## src/rtl/i2c_seq_pkg.sv

```systemverilog
package i2c_seq_pkg;

  localparam int REG_AW = 2;
  localparam int REG_DW = 16;

  // master register map
  localparam logic [REG_AW-1:0] CFG_REG  = 2'd0;
  localparam logic [REG_AW-1:0] XFER_REG = 2'd1;

  // transfer register command words
  localparam logic [REG_DW-1:0] CMD_WRITE = 16'h0100;
  localparam logic [REG_DW-1:0] CMD_START = 16'h0200;
  localparam logic [REG_DW-1:0] CMD_STOP  = 16'h0400;
  localparam logic [REG_DW-1:0] STAT_IDLE = 16'h0001;

  typedef enum logic [1:0] {
    OP_WR   = 2'd0,
    OP_WAIT = 2'd1,
    OP_END  = 2'd2
  } op_e;

  typedef struct packed {
    op_e               op;
    logic [REG_AW-1:0] addr;
    logic [REG_DW-1:0] data;
  } instr_t;

  localparam int INSTR_W = $bits(instr_t);

endpackage

```

## src/rtl/i2c_seq_rom.sv

```systemverilog
module i2c_seq_rom
  import i2c_seq_pkg::*;
#(
  parameter int          CLK_HZ   = 50_000_000,
  parameter logic [6:0]  SW_ADDR  = 7'h70,
  parameter int          SW_CH    = 7,
  parameter logic [6:0]  DEV_ADDR = 7'h69,
  parameter int          NUM_DIV  = 2,
  parameter logic [NUM_DIV*24-1:0] DIV_VALS = {24'h00F3E4, 24'h0A1B2C},
  parameter logic [7:0]  DIV_BASE = 8'h20,
  parameter logic [7:0]  LOCK_REG = 8'h60,
  parameter logic [7:0]  LOCK_VAL = 8'h01,
  parameter logic [7:0]  CAL_REG  = 8'h61,
  parameter logic [7:0]  CAL_VAL  = 8'h40,
  localparam int NUM_DEV   = NUM_DIV * 3 + 2,
  localparam int NUM_TX    = NUM_DEV + 1,
  localparam int PROG_LEN  = 1 + 8 + NUM_DEV * 10 + 1,
  localparam int AW        = $clog2(PROG_LEN),
  localparam int MEM_DEPTH = 1 << AW
) (
  input  logic          clk,
  input  logic [AW-1:0] rd_addr,
  output instr_t        rd_data
);

  instr_t mem [MEM_DEPTH];

  function automatic instr_t mk(op_e op, logic [REG_AW-1:0] a, logic [REG_DW-1:0] d);
    instr_t r;
    r.op   = op;
    r.addr = a;
    r.data = d;
    return r;
  endfunction

  function automatic int tx_len(int t);
    return (t == 0) ? 2 : 3;
  endfunction

  function automatic logic [7:0] dev_index(int e);
    if (e < NUM_DIV * 3)       return DIV_BASE + 8'(e);
    else if (e == NUM_DIV * 3) return LOCK_REG;
    else                       return CAL_REG;
  endfunction

  function automatic logic [7:0] dev_value(int e);
    if (e < NUM_DIV * 3)       return DIV_VALS[(e / 3) * 24 + 8 * (2 - (e % 3)) +: 8];
    else if (e == NUM_DIV * 3) return LOCK_VAL;
    else                       return CAL_VAL;
  endfunction

  function automatic logic [7:0] tx_byte(int t, int b);
    if (t == 0) begin
      if (b == 0) return {SW_ADDR, 1'b0};
      else        return 8'(1 << SW_CH);
    end else begin
      if (b == 0)      return {DEV_ADDR, 1'b0};
      else if (b == 1) return dev_index(t - 1);
      else             return dev_value(t - 1);
    end
  endfunction

  initial begin
    int p;
    for (int i = 0; i < MEM_DEPTH; i++) mem[i] = mk(OP_END, '0, '0);
    p = 0;
    mem[p] = mk(OP_WR, CFG_REG, REG_DW'(CLK_HZ / 1000));
    p++;
    for (int t = 0; t < NUM_TX; t++) begin
      mem[p]   = mk(OP_WR, XFER_REG, CMD_START);
      mem[p+1] = mk(OP_WAIT, XFER_REG, STAT_IDLE);
      p += 2;
      for (int b = 0; b < tx_len(t); b++) begin
        mem[p]   = mk(OP_WR, XFER_REG, CMD_WRITE | {8'h00, tx_byte(t, b)});
        mem[p+1] = mk(OP_WAIT, XFER_REG, STAT_IDLE);
        p += 2;
      end
      mem[p]   = mk(OP_WR, XFER_REG, CMD_STOP);
      mem[p+1] = mk(OP_WAIT, XFER_REG, STAT_IDLE);
      p += 2;
    end
    mem[p] = mk(OP_END, '0, '0);
  end

  always_ff @(posedge clk) begin
    rd_data <= mem[rd_addr];
  end

endmodule

```

## src/rtl/i2c_seq_ctrl.sv

```systemverilog
module i2c_seq_ctrl
  import i2c_seq_pkg::*;
#(
  parameter int AW = 7
) (
  input  logic              clk,
  input  logic              srst,
  output logic [AW-1:0]     pc,
  input  instr_t            instr,
  output logic [REG_AW-1:0] bus_addr,
  output logic [REG_DW-1:0] bus_wdata,
  output logic              bus_we,
  input  logic [REG_DW-1:0] bus_rdata,
  output logic              done
);

  typedef enum logic [1:0] {S_FETCH, S_EXEC, S_POLL, S_DONE} st_e;

  st_e               state;
  logic [REG_DW-1:0] expect_q;

  always_ff @(posedge clk) begin
    if (srst) begin
      state     <= S_FETCH;
      pc        <= '0;
      bus_addr  <= '0;
      bus_wdata <= '0;
      bus_we    <= 1'b0;
      expect_q  <= '0;
      done      <= 1'b0;
    end else begin
      bus_we <= 1'b0;
      case (state)
        S_FETCH: state <= S_EXEC;
        S_EXEC: begin
          case (instr.op)
            OP_WR: begin
              bus_addr  <= instr.addr;
              bus_wdata <= instr.data;
              bus_we    <= 1'b1;
              pc        <= pc + 1'b1;
              state     <= S_FETCH;
            end
            OP_WAIT: begin
              bus_addr <= instr.addr;
              expect_q <= instr.data;
              state    <= S_POLL;
            end
            default: begin
              done  <= 1'b1;
              state <= S_DONE;
            end
          endcase
        end
        S_POLL: begin
          if (bus_rdata == expect_q) begin
            pc    <= pc + 1'b1;
            state <= S_FETCH;
          end
        end
        default: state <= S_DONE;
      endcase
    end
  end

endmodule

```

## src/rtl/i2c_init_seq.sv

```systemverilog
module i2c_init_seq
  import i2c_seq_pkg::*;
#(
  parameter int          CLK_HZ   = 50_000_000,
  parameter logic [6:0]  SW_ADDR  = 7'h70,
  parameter int          SW_CH    = 7,
  parameter logic [6:0]  DEV_ADDR = 7'h69,
  parameter int          NUM_DIV  = 2,
  parameter logic [NUM_DIV*24-1:0] DIV_VALS = {24'h00F3E4, 24'h0A1B2C},
  parameter logic [7:0]  DIV_BASE = 8'h20,
  parameter logic [7:0]  LOCK_REG = 8'h60,
  parameter logic [7:0]  LOCK_VAL = 8'h01,
  parameter logic [7:0]  CAL_REG  = 8'h61,
  parameter logic [7:0]  CAL_VAL  = 8'h40,
  localparam int PROG_LEN = 1 + 8 + (NUM_DIV * 3 + 2) * 10 + 1,
  localparam int AW       = $clog2(PROG_LEN)
) (
  input  logic        clk,
  input  logic        rst,
  input  logic        dev_not_ready,
  output logic [1:0]  bus_addr,
  output logic [15:0] bus_wdata,
  output logic        bus_we,
  input  logic [15:0] bus_rdata,
  output logic        done
);

  logic          srst;
  logic [AW-1:0] pc;
  instr_t        instr;

  assign srst = rst | dev_not_ready;

  i2c_seq_rom #(
    .CLK_HZ(CLK_HZ), .SW_ADDR(SW_ADDR), .SW_CH(SW_CH), .DEV_ADDR(DEV_ADDR),
    .NUM_DIV(NUM_DIV), .DIV_VALS(DIV_VALS), .DIV_BASE(DIV_BASE),
    .LOCK_REG(LOCK_REG), .LOCK_VAL(LOCK_VAL), .CAL_REG(CAL_REG), .CAL_VAL(CAL_VAL)
  ) u_rom (
    .clk     (clk),
    .rd_addr (pc),
    .rd_data (instr)
  );

  i2c_seq_ctrl #(.AW(AW)) u_ctrl (
    .clk       (clk),
    .srst      (srst),
    .pc        (pc),
    .instr     (instr),
    .bus_addr  (bus_addr),
    .bus_wdata (bus_wdata),
    .bus_we    (bus_we),
    .bus_rdata (bus_rdata),
    .done      (done)
  );

endmodule

```

## config.mk

```make
export PLATFORM = sky130hd
export DESIGN_NAME = i2c_init_seq
export DESIGN_NICKNAME = d
export VERILOG_FILES = /design/src/rtl/i2c_seq_pkg.sv /design/src/rtl/i2c_seq_rom.sv /design/src/rtl/i2c_seq_ctrl.sv /design/src/rtl/i2c_init_seq.sv
export SDC_FILE = /design/constraint.sdc
export NUM_CORES = 1
export LEC_CHECK = 0
export ABC_AREA = 1
export CORE_MARGIN = 8
export CORE_UTILIZATION = 54
export DETAILED_ROUTE_END_ITERATION = 10
export PLACE_DENSITY = 0.86
export SLEW_MARGIN = 10
export SYNTH_ARGS = -nofsm -noshare
export SYNTH_HDL_FRONTEND = slang
export SYNTH_SLANG_ARGS = --single-unit
```

## constraint.sdc

```tcl
create_clock -name clk -period 2 [get_ports clk]
set_input_delay 0.4 -clock clk [delete_from_list [all_inputs] [get_ports clk]]
set_output_delay 0.4 -clock clk [all_outputs]
set_load 0.01 [all_outputs]
```

==> results of run 1 <==
[stage by stage]
step	hold slack, ns	setup WS (ns)	util [%]	cells
floorplan	0.443	0.598	-	415
global placement	0.439	0.0993	62.5	508
detailed placement	0.452	0.0146	62.5	508
CTS	0.465	0.276	64.8	516
global route	0.491	0.0217	64.8	516
finish	0.463	0.257	64.8	516
[flip-flops by register name, summed over array words and instances, names as in the netlist]
register and flops:
u_ctrl.bus_addr 1, u_rom.rd_data 15, u_ctrl.pc 7, u_ctrl.state 2
u_ctrl.done 1, u_ctrl.bus_wdata 12, u_ctrl.expect_q 12, u_ctrl.bus_we 1
[placed cells by master, fill, tap and decap left out, types with 2 or more instances in the layout]
cell	netlist	routed
a21oi_1	26	26
buf_4	6	8
clkbuf_8	0	5
clkdlybuf4s50_1	0	34
conb_1	1	4
dfxtp_1	51	51
ha_1	6	6
inv_1	43	43
inv_2	5	5
nand2_1	88	88
nand2_2	5	5
nand3_1	19	19
nor2_1	79	79
nor2_4	4	4
nor3_1	2	2
o2111ai_1	5	5
o211ai_1	5	5
o21ai_0	33	33
o21ai_1	6	6
o221ai_1	2	2
xnor2_1	3	3
[how the worst max path moves through the flow]
stage / cells after the start / end / startpoint
final: 8 / u_rom.rd_data[10]$_DFF_P_ / u_ctrl.pc[1]$_SDFFE_PP0P_
after floorplan: 8 / u_rom.rd_data[10]$_DFF_P_ / u_ctrl.pc[1]$_SDFFE_PP0P_
after detailed placement: 12 / u_ctrl.pc[6]$_SDFFE_PP0P_ / bus_rdata[6]
after global routing: 8 / u_rom.rd_data[10]$_DFF_P_ / u_ctrl.pc[1]$_SDFFE_PP0P_
after CTS: 8 / u_rom.rd_data[2]$_DFF_P_ / u_ctrl.pc[1]$_SDFFE_PP0P_
after global placement: 12 / u_ctrl.pc[4]$_SDFFE_PP0P_ / bus_rdata[6]
[layer usage]
metal	track usage [%]	share of wire (%)	up-vias
met2	33.8	49	98
met3	3.77	5.9	14
li1	-	-	1385
met5	0	0	-
met4	6.56	2.2	0
met1	22.3	43	1211
[power groups by stage]
| stage | Sequential (W) | Clock, W | Combinational, W |
|---|---|---|---|
| floorplan | 0.00108 | 0 | 0.000133 |
| global placement | 0.00109 | 0 | 0.000206 |
| detailed placement | 0.00109 | 0 | 0.000212 |
| CTS | 0.00106 | 0.000728 | 0.000213 |
| global route | 0.00107 | 0.000774 | 0.000239 |
| finish | 0.00106 | 0.000712 | 0.000213 |
[area by class of cell]
type | count | area [um^2] | area share [%]
clock inverter | 3 | 43.8 | 1.35
multi-input combinational | 297 | 1440 | 44.5
sequential | 51 | 1020 | 31.5
timing repair buffer | 42 | 400 | 12.3
clock buffer | 5 | 68.8 | 2.12
tap | 70 | 87.6 | 2.70
inverter | 48 | 180 | 5.55
[kinds of logic (layout without fill, tap and decap cells)]
group / count (synthesis) / in the layout
AO/OA/AOI/OAI: 84 / 84
XOR/XNOR: 3 / 3
adder cells (fa/ha/maj): 6 / 6
buffers and inverters: 67 / 98
flip-flops: 51 / 51
other: 1 / 4
AND/OR/NAND/NOR: 200 / 200
[worst reg2reg max path: stages, from the launching register on]
cell      delay [ns]
dfxtp_1         0.42
inv_1           0.14
ha_1            0.27
nand2_1         0.10
nor2_1          0.06
nor2_1          0.27
nor2_1          0.09
o21ai_0         0.16
o211ai_1        0.11
==> results.yml, run 1 <==
global_routing:
  antenna_found_initial: 0
  grt_pass1_wl_um: 11800
  grt_pass1_vias: 2617
  overflow: 0
  track_usage_pct: 19.2
  grt_max_degree: 34
critical_path:
  crit_fanout: 5
  crit_arrival_ns: 1.93
  path_cells: "inv_1 -> ha_1 -> nand2_1 -> nor2_1 -> nor2_1 -> nor2_1 -> o21ai_0 -> o211ai_1"
  worstRegToRegCells: 8
  critPathLaunchType: "flip-flop"
  critical_path_class: "flip-flop to flip-flop"
  path_delay_family: "simple AND/OR/NAND/NOR gates"
  critPathMaxStageDelay_ns: 0.42
  reg2reg_from: "u_ctrl.pc[1]$_SDFFE_PP0P_"
  worstPathRequired_ns: 2.19
  path_common_cell: "nor2_1"
  crit_buf_inv: 1
  critPathSlowestCell: "dfxtp_1"
  rrSetupSlack_ns: 0.26
  worstSetupEndpointType: "flip-flop"
  r2r-end: "u_rom.rd_data[10]$_DFF_P_"
finish:
  stdcell_area_mm2: 0.00325
  syn_to_final_growth_pct: 18.0
  finalNetCount: 470
  fill_cells: 464
  num_antenna_cells: 0
  drive_gt1_share_pct: 7.85
logic_synthesis:
  yosys.area_share.simple_pct: 30.5
  synth-adder-area-share_pct: 2.73
  synth-xor-area-share_pct: 0.955
  synth_top_cell_by_area: "dfxtp_1"
  synthCells: 412
  synthTopCellsByCount: "nand2_1 (88), nor2_1 (79), dfxtp_1 (51)"
  synth.mux.area_fraction_pct: 0
  yosys_warnings: 0
  yosysSeqAreaShare_pct: 37.1
  synth_top_family_by_area: "simple AND/OR/NAND/NOR gates"
  synth-main-ff-cell: "dfxtp_1"
  yosysUniqueCellTypes: 33
  netlist_area_mm2: 0.00275
  synth-compound-area-share_pct: 17.8
  synth_area_per_cell_um2: 6.68
  ys_top_cells_by_area: "dfxtp_1 (37%), nand2_1 (12%), nor2_1 (11%)"
  synth-edff-count: 0
  yosysMostFrequentCell: "nand2_1"
  ys_ff_latch: 51
  synth_top_area_share_pct: 37.1
  async_flop_share_pct: 0
timing:
  setup_viol: 0
  fin_crit_ns: 1.74
  rsz0062_at_grt: "false"
  fmax_mhz: 574
  relSlewSlack_pct: 62.3
  finalHoldViolCount: 0
  finalCritPeriodShare_pct: 87.2
  clock_skew_ns: 0.00328
  finalSetupTns_ns: 0
  slew_viol_final: 0
  tightestPinTransition_ns: 0.564
die:
  core_mm2: 0.00501
  dieArea_mm2: 0.00764
  io_pins: 39
  die_x_um: 87.4
  fp.dieH_um: 87.4
  start_util_pct: 54.9
  num_rows: 26
power_and_ir_drop:
  seqPwrFrac_pct: 53.5
  swShare_pct: 23.9
  p_per_area_mw_per_mm2: 613
  total_power_w: 0.00199
  intPower_w: 0.00151
  power.switching_w: 0.000475
  power_frac_comb_pct: 10.7
  peakVddDrop_v: 0.000431
  p_clk_share_pct: 35.8
  leakage_nw: 1.41
clock_network:
  ctsResizeCount: 0
  cts_tree: "yes"
  clk_path_buf_depth: 2
  post_cts_buffers: 0
  htree_levels: 2
  cts_hold_buf: 0
  cts_sinks: 51
  cts_buffers: 5
  cts-root-buf: "clkbuf_8"
  clk_latency_ns: 0.30
  clkSlewWorstSetupHoldPaths_ns: 0.09
hold_path:
  hp-class: "flip-flop to flip-flop"
  hold_depth: 2
  worst_hold_path.endpoint: "u_ctrl.done$_SDFFE_PP0P_"
  hp-start: "u_ctrl.done$_SDFFE_PP0P_"
place:
  port-buffer-count: 34
  gp_congestion: 0.951
  dp_hpwl_um: 5440
  place_area_mm2: 0.00313
detailed_routing:
  wire_per_inst_um: 13.5
  final_antenna_net_count: 0
  drt_iter0_drc: 163
  vias_per_cell: 5.25
  finalWirelength_um: 6980
  drc: 0
  drt_pass1_iterations: 4
  vias: 2708
run:
  max-cap-violations: 0
outcome:
  status: "finished, final reports clean"
Power figures use the tool's default switching activity.
==> run 2, diff against run 1 <==
Settings changed: PLACE_DENSITY 0.86 to 0.8.
==> run 2 against run 1 <==
Net effect: sequential share of layout area stayed put; die area is the same; register-to-register slack got worse by 0.10 ns; count of clock-buffer cells in the layout unchanged; sequential cell count did not move; sequential power barely moved; global-route usage increased by 0.091 points; critical path depth is 1 lower; cell count did not move; cell area did not move; worst setup slack worse by 0.10 ns; power about the same; critical endpoint is now u_rom.rd_data[8]$_DFF_P_; largest cell class unchanged.
==> results.yml, run 2 (synthesized netlist as in run 1, its figures left out) <==
outcome:
  status: "finished, final reports clean"
critical_path:
  rrSetupSlack_ns: 0.16
  r2r-end: "u_rom.rd_data[8]$_DFF_P_"
  critPathLaunchType: "flip-flop"
  path_common_cell: "inv_1"
  worstPathRequired_ns: 2.21
  worstRegToRegCells: 7
  crit_arrival_ns: 2.06
  crit_fanout: 13
  critPathSlowestCell: "dfxtp_1"
  path_cells: "inv_1 -> ha_1 -> inv_1 -> nand2_1 -> nand3_1 -> o22ai_1 -> o211ai_1"
  worstSetupEndpointType: "flip-flop"
  reg2reg_from: "u_ctrl.pc[0]$_SDFFE_PP0P_"
  critical_path_class: "flip-flop to flip-flop"
  critPathMaxStageDelay_ns: 0.65
detailed_routing:
  wire_per_inst_um: 13.3
  drc: 0
  drt_pass1_iterations: 5
  final_antenna_net_count: 0
  finalWirelength_um: 6860
  drt_iter0_drc: 128
  vias: 2694
  vias_per_cell: 5.22
die:
  io_pins: 39
  fp.dieH_um: 87.4
  start_util_pct: 54.9
  core_mm2: 0.00501
  die_x_um: 87.4
  dieArea_mm2: 0.00764
  num_rows: 26
timing:
  finalHoldViolCount: 0
  fin_crit_ns: 1.84
  finalCritPeriodShare_pct: 92.2
  fmax_mhz: 542
  rsz0062_at_grt: "false"
  setup_viol: 0
  tightestPinTransition_ns: 0.541
  clock_skew_ns: 0.00809
  relSlewSlack_pct: 63.9
  finalSetupTns_ns: 0
  slew_viol_final: 0
hold_path:
  hp-class: "flip-flop to flip-flop"
  hold_depth: 2
  hp-start: "u_ctrl.done$_SDFFE_PP0P_"
  worst_hold_path.endpoint: "u_ctrl.done$_SDFFE_PP0P_"
clock_network:
  cts_hold_buf: 0
  clk_latency_ns: 0.30
  cts_tree: "yes"
  htree_levels: 2
  clkSlewWorstSetupHoldPaths_ns: 0.09
  post_cts_buffers: 0
  cts_buffers: 5
  cts_sinks: 51
  ctsResizeCount: 0
  cts-root-buf: "clkbuf_8"
  clk_path_buf_depth: 2
power_and_ir_drop:
  leakage_nw: 1.40
  total_power_w: 0.00199
  p_per_area_mw_per_mm2: 613
  seqPwrFrac_pct: 53.5
  power.switching_w: 0.000474
  power_frac_comb_pct: 10.7
  p_clk_share_pct: 35.8
  peakVddDrop_v: 0.000386
  intPower_w: 0.00152
  swShare_pct: 23.8
global_routing:
  track_usage_pct: 19.3
  antenna_found_initial: 0
  grt_pass1_vias: 2564
  grt_pass1_wl_um: 11800
  grt_max_degree: 34
  overflow: 0
place:
  dp_hpwl_um: 5360
  gp_congestion: 0.957
  port-buffer-count: 34
finish:
  final_cell_mix: "nand2_1 (88), nor2_1 (79), dfxtp_1 (51)"
  finalNetCount: 470
  final_common_cell: "nand2_1"
  regMostFlops: "u_rom.rd_data"
  largest_reg_flops: 15
  reg_top3: "u_rom.rd_data x15, u_ctrl.bus_wdata x12, u_ctrl.expect_q x12"
  drive_gt1_share_pct: 7.85
  num_antenna_cells: 0
  syn_to_final_growth_pct: 18.0
run:
  max-cap-violations: 0
==> run 2: stage by stage <==
stage / area [um^2] / std cells / hold slack [ns] / util (%) / setup WS, ns
after floorplan: 2760 / 415 / 0.443 / - / 0.598
after global placement: 3130 / 508 / 0.439 / 62.5 / 0.0797
after detailed placement: 3130 / 508 / 0.441 / 62.5 / 0.0262
after CTS: 3250 / 516 / 0.455 / 64.8 / 0.179
after global routing: 3250 / 516 / 0.485 / 64.8 / 0.00859
final: 3250 / 516 / 0.450 / 64.8 / 0.156
==> run 2: metal layers <==
metal / share of wire [%] / GRT usage (%) / vias to the layer above
li1: - / - / 1380
met1: 43 / 21.7 / 1231
met2: 49 / 34.8 / 73
met3: 6.0 / 3.87 / 10
met4: 1.4 / 6.41 / 0
met5: 0 / 0 / -
==> run 2: layout make-up <==
class                           count  area [um^2]
Timing Repair Buffer               42          400
Clock inverter                      3         43.8
Tap cell                           70         87.6
Multi-Input combinational cell    297         1440
Inverter                           48          180
Fill cell                         481         1760
Sequential cell                    51         1020
Clock buffer                        5         68.8
==> run 2: critical path: cells and delay by family (launching register included) <==
family                     cells  cell delay, ns
DFF                            1            0.65
and+or+nand+nor                2            0.15
adders and majority gates      1            0.33
buffers and inverters          2            0.34
AOI/OAI and AO/OA              2            0.29
==> run 2: how the worst max path moves through the flow <==
stage	to	startpoint	slack (ns)	cells past startpoint
floorplan	u_rom.rd_data[10]$_DFF_P_	u_ctrl.pc[1]$_SDFFE_PP0P_	0.60	8
global placement	u_ctrl.pc[0]$_SDFFE_PP0P_	bus_rdata[6]	0.08	12
detailed placement	u_ctrl.pc[3]$_SDFFE_PP0P_	bus_rdata[5]	0.03	12
CTS	u_rom.rd_data[8]$_DFF_P_	u_ctrl.pc[0]$_SDFFE_PP0P_	0.18	7
global route	u_rom.rd_data[8]$_DFF_P_	u_ctrl.pc[0]$_SDFFE_PP0P_	0.009	7
finish	u_rom.rd_data[8]$_DFF_P_	u_ctrl.pc[0]$_SDFFE_PP0P_	0.16	7
==> run 2: power groups by stage <==
stage / clock network, W / registers, W / logic (W)
after floorplan: 0 / 0.00108 / 0.000133
after global placement: 0 / 0.00109 / 0.000210
after detailed placement: 0 / 0.00109 / 0.000213
after CTS: 0.000726 / 0.00106 / 0.000214
after global routing: 0.000780 / 0.00107 / 0.000241
final: 0.000713 / 0.00106 / 0.000214
